$ cat config.mk
export PLATFORM = sky130hd
export DESIGN_NAME = periph_rst_ctrl
export DESIGN_NICKNAME = d
export VERILOG_FILES = /design/src/rtl/periph_rst_pkg.sv /design/src/rtl/periph_rst_regs.sv /design/src/rtl/periph_rst_drive.sv /design/src/rtl/periph_rst_ctrl.sv
export SDC_FILE = /design/constraint.sdc
export NUM_CORES = 1
export LEC_CHECK = 0
export ABC_AREA = 0
export BUFFER_PORTS_ARGS = -buffer_cell sky130_fd_sc_hd__buf_2
export CAP_MARGIN = 20
export CORE_AREA = 5 5 58 60
export DETAILED_ROUTE_END_ITERATION = 6
export DIE_AREA = 0 0 63 65
export PLACE_DENSITY_LB_ADDON = 0.25
export SYNTH_ARGS = -nofsm -noshare
export SYNTH_HDL_FRONTEND = slang
export SYNTH_SLANG_ARGS = --single-unit
$ cat constraint.sdc
create_clock -name clk_i -period 2.2 [get_ports clk_i]
set_input_delay 0.22 -clock clk_i [delete_from_list [all_inputs] [get_ports clk_i]]
set_output_delay 0.22 -clock clk_i [all_outputs]
set_load 0.02 [all_outputs]
$ cat src/rtl/periph_rst_pkg.sv
package periph_rst_pkg;

    // Register target selector shared by the write and read ports
    typedef enum logic {
        SEL_UNLOCK  = 1'b0,
        SEL_REQUEST = 1'b1
    } reg_sel_e;

endpackage

$ cat src/rtl/periph_rst_regs.sv
module periph_rst_regs
    import periph_rst_pkg::*;
#(
    parameter int N = 8
) (
    input  logic         clk_i,
    input  logic         por_ni,
    input  logic         wr_en_i,
    input  reg_sel_e     wr_sel_i,
    input  logic [N-1:0] wr_data_i,
    output logic [N-1:0] unlock_q_o,
    output logic [N-1:0] req_q_o,
    output logic [N-1:0] req_d_o
);

    typedef struct packed {
        logic [N-1:0] unlock;
        logic [N-1:0] req;
    } regs_t;

    regs_t st_d, st_q;

    always_comb begin
        st_d = st_q;
        if (wr_en_i) begin
            unique case (wr_sel_i)
                SEL_UNLOCK: begin
                    // write-zero-to-clear, ones are ignored
                    st_d.unlock = st_q.unlock & wr_data_i;
                end
                SEL_REQUEST: begin
                    // locked bits keep their value
                    st_d.req = (st_q.req & ~st_q.unlock) | (wr_data_i & st_q.unlock);
                end
                default: st_d = st_q;
            endcase
        end
    end

    always_ff @(posedge clk_i or negedge por_ni) begin
        if (!por_ni) begin
            st_q.unlock <= '1;
            st_q.req    <= '1;
        end else begin
            st_q <= st_d;
        end
    end

    assign unlock_q_o = st_q.unlock;
    assign req_q_o    = st_q.req;
    assign req_d_o    = st_d.req;

endmodule

$ cat src/rtl/periph_rst_drive.sv
module periph_rst_drive #(
    parameter int N = 8
) (
    input  logic         clk_i,
    input  logic         por_ni,
    input  logic         hw_req_i,
    input  logic [N-1:0] req_next_i,
    output logic [N-1:0] rst_no
);

    logic [N-1:0] rst_d, rst_q;

    // one flop per line; a hardware request wins over software
    for (genvar i = 0; i < N; i++) begin : g_line
        always_comb begin
            rst_d[i] = req_next_i[i] & ~hw_req_i;
        end

        always_ff @(posedge clk_i or negedge por_ni) begin
            if (!por_ni) rst_q[i] <= 1'b0;
            else         rst_q[i] <= rst_d[i];
        end
    end

    assign rst_no = rst_q;

endmodule

$ cat src/rtl/periph_rst_ctrl.sv
module periph_rst_ctrl
    import periph_rst_pkg::*;
#(
    parameter int N_PERIPH = 8
) (
    input  logic                clk_i,
    input  logic                por_ni,
    input  logic                lc_rst_req_i,
    input  logic                sys_rst_req_i,
    input  logic                wr_en_i,
    input  logic                wr_sel_i,
    input  logic [N_PERIPH-1:0] wr_data_i,
    input  logic                rd_sel_i,
    output logic [N_PERIPH-1:0] rd_data_o,
    output logic [N_PERIPH-1:0] periph_rst_no
);

    localparam int N = N_PERIPH;

    logic [N-1:0] unlock_q, req_q, req_d;
    logic         hw_req;

    assign hw_req = lc_rst_req_i | sys_rst_req_i;

    periph_rst_regs #(.N(N)) u_regs (
        .clk_i      (clk_i),
        .por_ni     (por_ni),
        .wr_en_i    (wr_en_i),
        .wr_sel_i   (reg_sel_e'(wr_sel_i)),
        .wr_data_i  (wr_data_i),
        .unlock_q_o (unlock_q),
        .req_q_o    (req_q),
        .req_d_o    (req_d)
    );

    periph_rst_drive #(.N(N)) u_drive (
        .clk_i      (clk_i),
        .por_ni     (por_ni),
        .hw_req_i   (hw_req),
        .req_next_i (req_d),
        .rst_no     (periph_rst_no)
    );

    always_comb begin
        rd_data_o = (reg_sel_e'(rd_sel_i) == SEL_REQUEST) ? req_q : unlock_q;
    end

endmodule

Word-level counts from Yosys, hierarchy flattened. Index checks and enable logic that the tools add are counted.

Add/sub/neg operators: 0. Multiply operators: 0. Div/mod/pow operators: 0. Magnitude comparators: 0. Equal/unequal tests: 0. Shift-type cells: 0. Mux-type cells: 3. Bitwise gates (word level): 15. Reduce and logical (&&, ||, !) cells: 1.

Operator list (count): $mux 8 (3); $and 8x8->8 (2); $and 1x1->1 (8); $not 8->8 (1); $or 8x8->8 (1); $not 1->1 (2); $reduce_and 2->1 (1); $or 1x1->1 (1).

Register bits after elaboration: 24. Latch bits: 0. Memory bits (writable): 0. Memory bits (read-only): 0. Output and inout bits: 16. Word-level logic and storage cells: 29. Memories: 0.

Depth between registers and ports, before layout.
Word-level depth: 6. Gate-level depth with buffers: 4.

Modules after synthesis. Synthesis repeated with hierarchy kept, for this count alone.

Cell total of the unflattened synthesis: 70. Area total of the unflattened synthesis: 1077.3 sq um.

By module, submodules not included: periph_rst_regs (times used 1, cells an instance 44, area each 689.4 sq um); periph_rst_drive (times used 1, cells an instance 16, area each 250.2 sq um); periph_rst_ctrl (times used 1, cells an instance 10, area each 137.6 sq um).

Worst setup path after synthesis. Ideal clock, no wire load.

Path kind: input -> output. Start: input port rd_sel_i. End: output port rd_data_o[0]. Arrival: 784 ps. Data required time: 1980 ps. Setup slack: 1196 ps. Stages: 2. Buffers on the path: 1. Path through: buf_2 mux2_2.

Cells in the longest elaborated chain, start to end: 1.

Ends and longest elaborated chain: from (decl) (RTL line periph_rst_ctrl.sv:13) `input logic rd_sel_i,`; $mux 8 (RTL line periph_rst_ctrl.sv:45) `rd_data_o = (reg_sel_e'(rd_sel_i) == SEL_REQUEST) ? req_q : unlock_q;`; to (decl) (RTL line periph_rst_ctrl.sv:14) `output logic [N_PERIPH-1:0] rd_data_o,`.

Every way passes these cells.

Final worst setup path.
Start: register u_regs.st_q, in the netlist u_regs.unlock_q_o[6]. End: output port rd_data_o[6].

Cells in the longest elaborated chain, start to end: 1.

Ends and longest elaborated chain: from (decl) (RTL line periph_rst_regs.sv:21) `regs_t st_d, st_q;`; from (signal assigned) (RTL line periph_rst_regs.sv:45) `st_q <= st_d;`; $mux 8 (RTL line periph_rst_ctrl.sv:45).

Every way passes these cells.

==> report_table.html <==
<table>
<tr><th>Metric</th><th>Value</th></tr>
<tr><th colspan="2">Power</th></tr>
<tr><td>Static power due to leakage</td><td>about 0.64 nW</td></tr>
<tr><td>Power per standard cell area</td><td>592 nW/um2</td></tr>
<tr><td>Largest vdd supply drop</td><td>roughly 0.38 mV</td></tr>
<tr><td>Post-layout total power</td><td>~0.82 mW</td></tr>
<tr><th colspan="2">Synthesis</th></tr>
<tr><td>Post-synthesis compound-gate area fraction</td><td>0.0503</td></tr>
<tr><td>XOR/XNOR Fraction of Synth Area</td><td>0</td></tr>
<tr><td>Sequential area share after synthesis</td><td>0.520</td></tr>
<tr><td>Unique cell type count in the Yosys netlist</td><td>11</td></tr>
<tr><td>Post-synthesis cell count</td><td>slightly below 90</td></tr>
<tr><td>Share of synthesized cell area in full adder, half adder and majority cells</td><td>0</td></tr>
<tr><td>Combinational family with the most area after synthesis</td><td>multiplexers</td></tr>
<tr><td>Yosys Warn Count</td><td>0</td></tr>
<tr><td>Avg Synthesized Cell Area</td><td>approximately 13 um2</td></tr>
<tr><td>Synthesized area</td><td>approximately 1200 um2</td></tr>
<tr><td>Net count of the mapped netlist</td><td>104</td></tr>
<tr><td>Portion of netlist area occupied by mux cells</td><td>0.226</td></tr>
<tr><td>Simple-gate share of the synthesized area</td><td>0.148</td></tr>
<tr><td>Flip-flop and latch count after synthesis</td><td>24</td></tr>
<tr><th colspan="2">Timing</th></tr>
<tr><td>Time the worst path needs with I/O delays and setup</td><td>~1.4 ns</td></tr>
<tr><td>Hold violation total from the final report</td><td>0</td></tr>
<tr><td>Setup_tns</td><td>0 ns</td></tr>
<tr><td>Slew at the pin closest to its max-slew limit</td><td>~0.54 ns</td></tr>
<tr><td>Worst hold margin</td><td>~0.13 ns</td></tr>
<tr><td>Pins over their slew limit</td><td>0</td></tr>
<tr><td>Remaining max-slew budget at the tightest pin</td><td>0.642</td></tr>
<tr><td>Final setup margin</td><td>0.792 ns</td></tr>
<tr><td>Clock Skews</td><td>0.00146 ns</td></tr>
<tr><td>RSZ-0062 raised after global routing</td><td>no</td></tr>
<tr><td>Fraction of the cycle the final worst path needs</td><td>0.640</td></tr>
<tr><td>Count of endpoints failing setup in the final report</td><td>0</td></tr>
<tr><td>Maximum clock frequency</td><td>0.710 GHz</td></tr>
<tr><th colspan="2">Detailed routing</th></tr>
<tr><td>Number of remaining DRC errors</td><td>0</td></tr>
<tr><td>Max layer used</td><td>met4</td></tr>
<tr><td>Met3 wire length</td><td>~140 um</td></tr>
<tr><td>Drt via density</td><td>roughly 5.3</td></tr>
<tr><td>Met2 wire length</td><td>1140 um</td></tr>
<tr><td>Average wire per cell in the routed design</td><td>~16 um</td></tr>
<tr><td>Post-Route M1 WL</td><td>1050 um</td></tr>
<tr><td>Number of iterations in the first detailed-routing pass</td><td>4</td></tr>
<tr><td>Residual antenna-violating net count after detailed routing</td><td>0</td></tr>
<tr><td>Number of DRC violations after detailed-routing iteration 0</td><td>13</td></tr>
<tr><td>Post-detailed-routing wire length</td><td>2370 um</td></tr>
<tr><td>Overall via count from detail_route</td><td>around 800</td></tr>
<tr><th colspan="2">Setup path</th></tr>
<tr><td>Highest fanout seen on the critical path</td><td>3</td></tr>
<tr><td>Startpoint type of the worst setup path</td><td>register</td></tr>
<tr><td>Slowest cell on crit path</td><td>dfstp_2</td></tr>
<tr><td>Highest cell delay on the worst timing path</td><td>between 0.5 and 0.6 ns</td></tr>
<tr><td>Data arrival time at the worst-slack endpoint</td><td>around 1.2 ns</td></tr>
<tr><td>Capture point of the worst reg-to-reg path</td><td>u_drive.rst_no[1]</td></tr>
<tr><td>Sort of element at the end of the critical path</td><td>primary output</td></tr>
<tr><td>Internal reg-to-reg setup slack</td><td>approximately 1.1 ns</td></tr>
<tr><td>Path depth of the worst reg2reg path</td><td>2</td></tr>
<tr><td>Critical Setup Path Class</td><td>register to primary output</td></tr>
<tr><td>Reg2reg start</td><td>u_regs.unlock_q_o[1]</td></tr>
<tr><td>Worst EP required</td><td>1.98 ns</td></tr>
<tr><td>Worst path cell trace</td><td>mux2_2 -&gt; buf_2</td></tr>
<tr><th colspan="2">Final layout</th></tr>
<tr><td>Fin cells</td><td>~150</td></tr>
<tr><td>Multi-input combinational cell area</td><td>between 500 and 600 um2</td></tr>
<tr><td>Sequential standard cell area</td><td>621 um2</td></tr>
<tr><td>Fraction of final layout cells with drive strength greater than 1</td><td>0.655</td></tr>
<tr><td>Synthesis-to-finish area growth</td><td>15.7%</td></tr>
<tr><td>Total inserted antenna cells</td><td>0</td></tr>
<tr><td>Post-layout nets</td><td>~130</td></tr>
<tr><td>Fin util</td><td>0.480</td></tr>
<tr><td>Layout filler cell count</td><td>265</td></tr>
<tr><td>Cell area after layout</td><td>1380 um2</td></tr>
<tr><th colspan="2">Min path</th></tr>
<tr><td>Number of cells on the worst hold path</td><td>2</td></tr>
<tr><td>Hold Crit Endpoint</td><td>u_regs.unlock_q_o[3]</td></tr>
<tr><td>Min-Delay Startpoint</td><td>wr_data_i[3]</td></tr>
<tr><td>Worst Hold Class</td><td>input port to register</td></tr>
<tr><th colspan="2">Placed design</th></tr>
<tr><td>Setup Slack @ Placement</td><td>1.01 ns</td></tr>
<tr><td>Placed Area</td><td>1320 um2</td></tr>
<tr><td>Detailed-placement wirelength estimate</td><td>around 1600 um</td></tr>
<tr><td>IO Port Bufs</td><td>30</td></tr>
<tr><td>Global placer's final weighted congestion</td><td>approximately 0.70</td></tr>
<tr><td>Cell count after placement</td><td>between 100 and 150</td></tr>
<tr><th colspan="2">CTS</th></tr>
<tr><td>Clock tree buffer depth</td><td>2</td></tr>
<tr><td>Deepest level of the CTS H-tree</td><td>1</td></tr>
<tr><td>Number of sinks on the clock net</td><td>24</td></tr>
<tr><td>Setup Fix Bufs, Post-CTS</td><td>0</td></tr>
<tr><td>Clock transition time at the flip-flop clock pins of the worst setup and hold paths</td><td>between 0.1 and 0.15 ns</td></tr>
<tr><td>Clock network latency to the later pin of the worst-skew pair</td><td>0.32 ns</td></tr>
<tr><td>Cells resized by post-CTS repair</td><td>0</td></tr>
<tr><td>CTS Buf Count</td><td>3</td></tr>
<tr><td>Clock root cell</td><td>clkbuf_4</td></tr>
<tr><td>CTS tree</td><td>yes</td></tr>
<tr><th colspan="2">GRT</th></tr>
<tr><td>Maximum number of pins on one net before global-route repair</td><td>25</td></tr>
<tr><td>Antenna violations before repair</td><td>0</td></tr>
<tr><td>Vias in the first global route</td><td>876</td></tr>
<tr><td>Global-route congestion overflow total</td><td>0</td></tr>
<tr><td>Global-route wire length before repair</td><td>4200 um</td></tr>
<tr><td>Total global-route track usage</td><td>0.130</td></tr>
<tr><th colspan="2">Floorplan</th></tr>
<tr><td>Standard cell core area</td><td>about 2900 um2</td></tr>
<tr><td>Row count</td><td>20</td></tr>
<tr><td>Starting Density</td><td>0.415</td></tr>
<tr><td>Vertical extent of the die</td><td>65 um</td></tr>
<tr><td>Die span in x</td><td>63 um</td></tr>
<tr><td># IOs</td><td>31</td></tr>
<tr><td>Area of the die</td><td>roughly 4100 um2</td></tr>
<tr><th colspan="2">Run status</th></tr>
<tr><td>Status</td><td>completed</td></tr>
<tr><th colspan="2">Flow run</th></tr>
<tr><td>MaxCap Viol Count</td><td>0</td></tr>
</table>
==> critical path, delay by kind of cell (launching register included) <==
| kind | cells | cell delay, ns |
|---|---|---|
| mux | 1 | 0.15 |
| buf+inv | 1 | 0.16 |
| flops | 1 | 0.57 |
==> metal layers <==
layer,track usage,up-vias
met5,0,-
met4,0.0637,0
met3,0.0399,4
met2,0.223,19
met1,0.144,391
li1,-,374
==> where the power goes <==
group | internal, mW | switching, mW | leakage [nW]
Sequential | 0.443 | 0 | 0.277
Clock | 0.184 | 0.138 | 0.0279
Combinational | 0.0169 | 0.0356 | 0.334
Total | 0.644 | 0.174 | 0.638
==> worst max-delay path by stage <==
stage | endpoint | depth (start not counted) | startpoint | slack, ns
5_1_grt | rd_data_o[6] | 2 | u_regs.req_q_o[6] | 0.71
2_1_floorplan | rd_data_o[0] | 2 | rd_sel_i | 1.20
3_5_place_dp | rd_data_o[6] | 3 | rd_sel_i | 1.01
3_3_place_gp | rd_data_o[5] | 3 | rd_sel_i | 1.01
6_report | rd_data_o[6] | 2 | u_regs.unlock_q_o[6] | 0.79
4_1_cts | rd_data_o[6] | 2 | u_regs.req_q_o[6] | 0.76
==> synth_stat cells (all sizes together) <==
library cell,instances,area (um2)
o21a,8,60.1
dfrtp,8,200
nor3b,16,130
mux2,24,270
nand3,8,40.0
buf,8,66.3
dfstp,16,420
nand2b,1,6.26
==> cells by family (layout without fill, tap and decap cells) <==
| kind of cell | after synthesis | count (layout) |
|---|---|---|
| flip-flops | 24 | 24 |
| multiplexers | 24 | 24 |
| AO/OA/AOI/OAI | 8 | 8 |
| AND/OR/NAND/NOR | 25 | 25 |
| buffers and inverters | 8 | 35 |
==> layout by cell type (no fill, tap or decap), types with 2 or more instances in the layout <==
cell type / synthesis / final
buf_2: 2 / 30
mux2_2: 24 / 24
dfstp_2: 16 / 16
nor3b_1: 14 / 14
nand3_1: 8 / 8
o21a_1: 8 / 8
dfrtp_1: 8 / 8
clkbuf_4: 0 / 3
nor3b_2: 2 / 2
==> final cells by class <==
cell class / instances / share of cell area
sequential: 24 / 0.449
multi-input combinational: 57 / 0.367
timing repair buffer: 31 / 0.116
tap: 33 / 0.0299
clock inverter: 1 / 0.0217
clock buffer: 3 / 0.0163
==> registers in the layout, indices dropped and copies added, names as in the netlist <==
name / count
u_drive.rst_no: 8
u_regs.req_q_o: 8
u_regs.unlock_q_o: 8
==> timing repair <==
action                                 in CTS  in global routing
hold buffers                                1                  0
endpoints found under the hold margin       8                  0
setup endpoints to repair                   0                  0
Note: power is estimated with default switching activity, not from simulation.
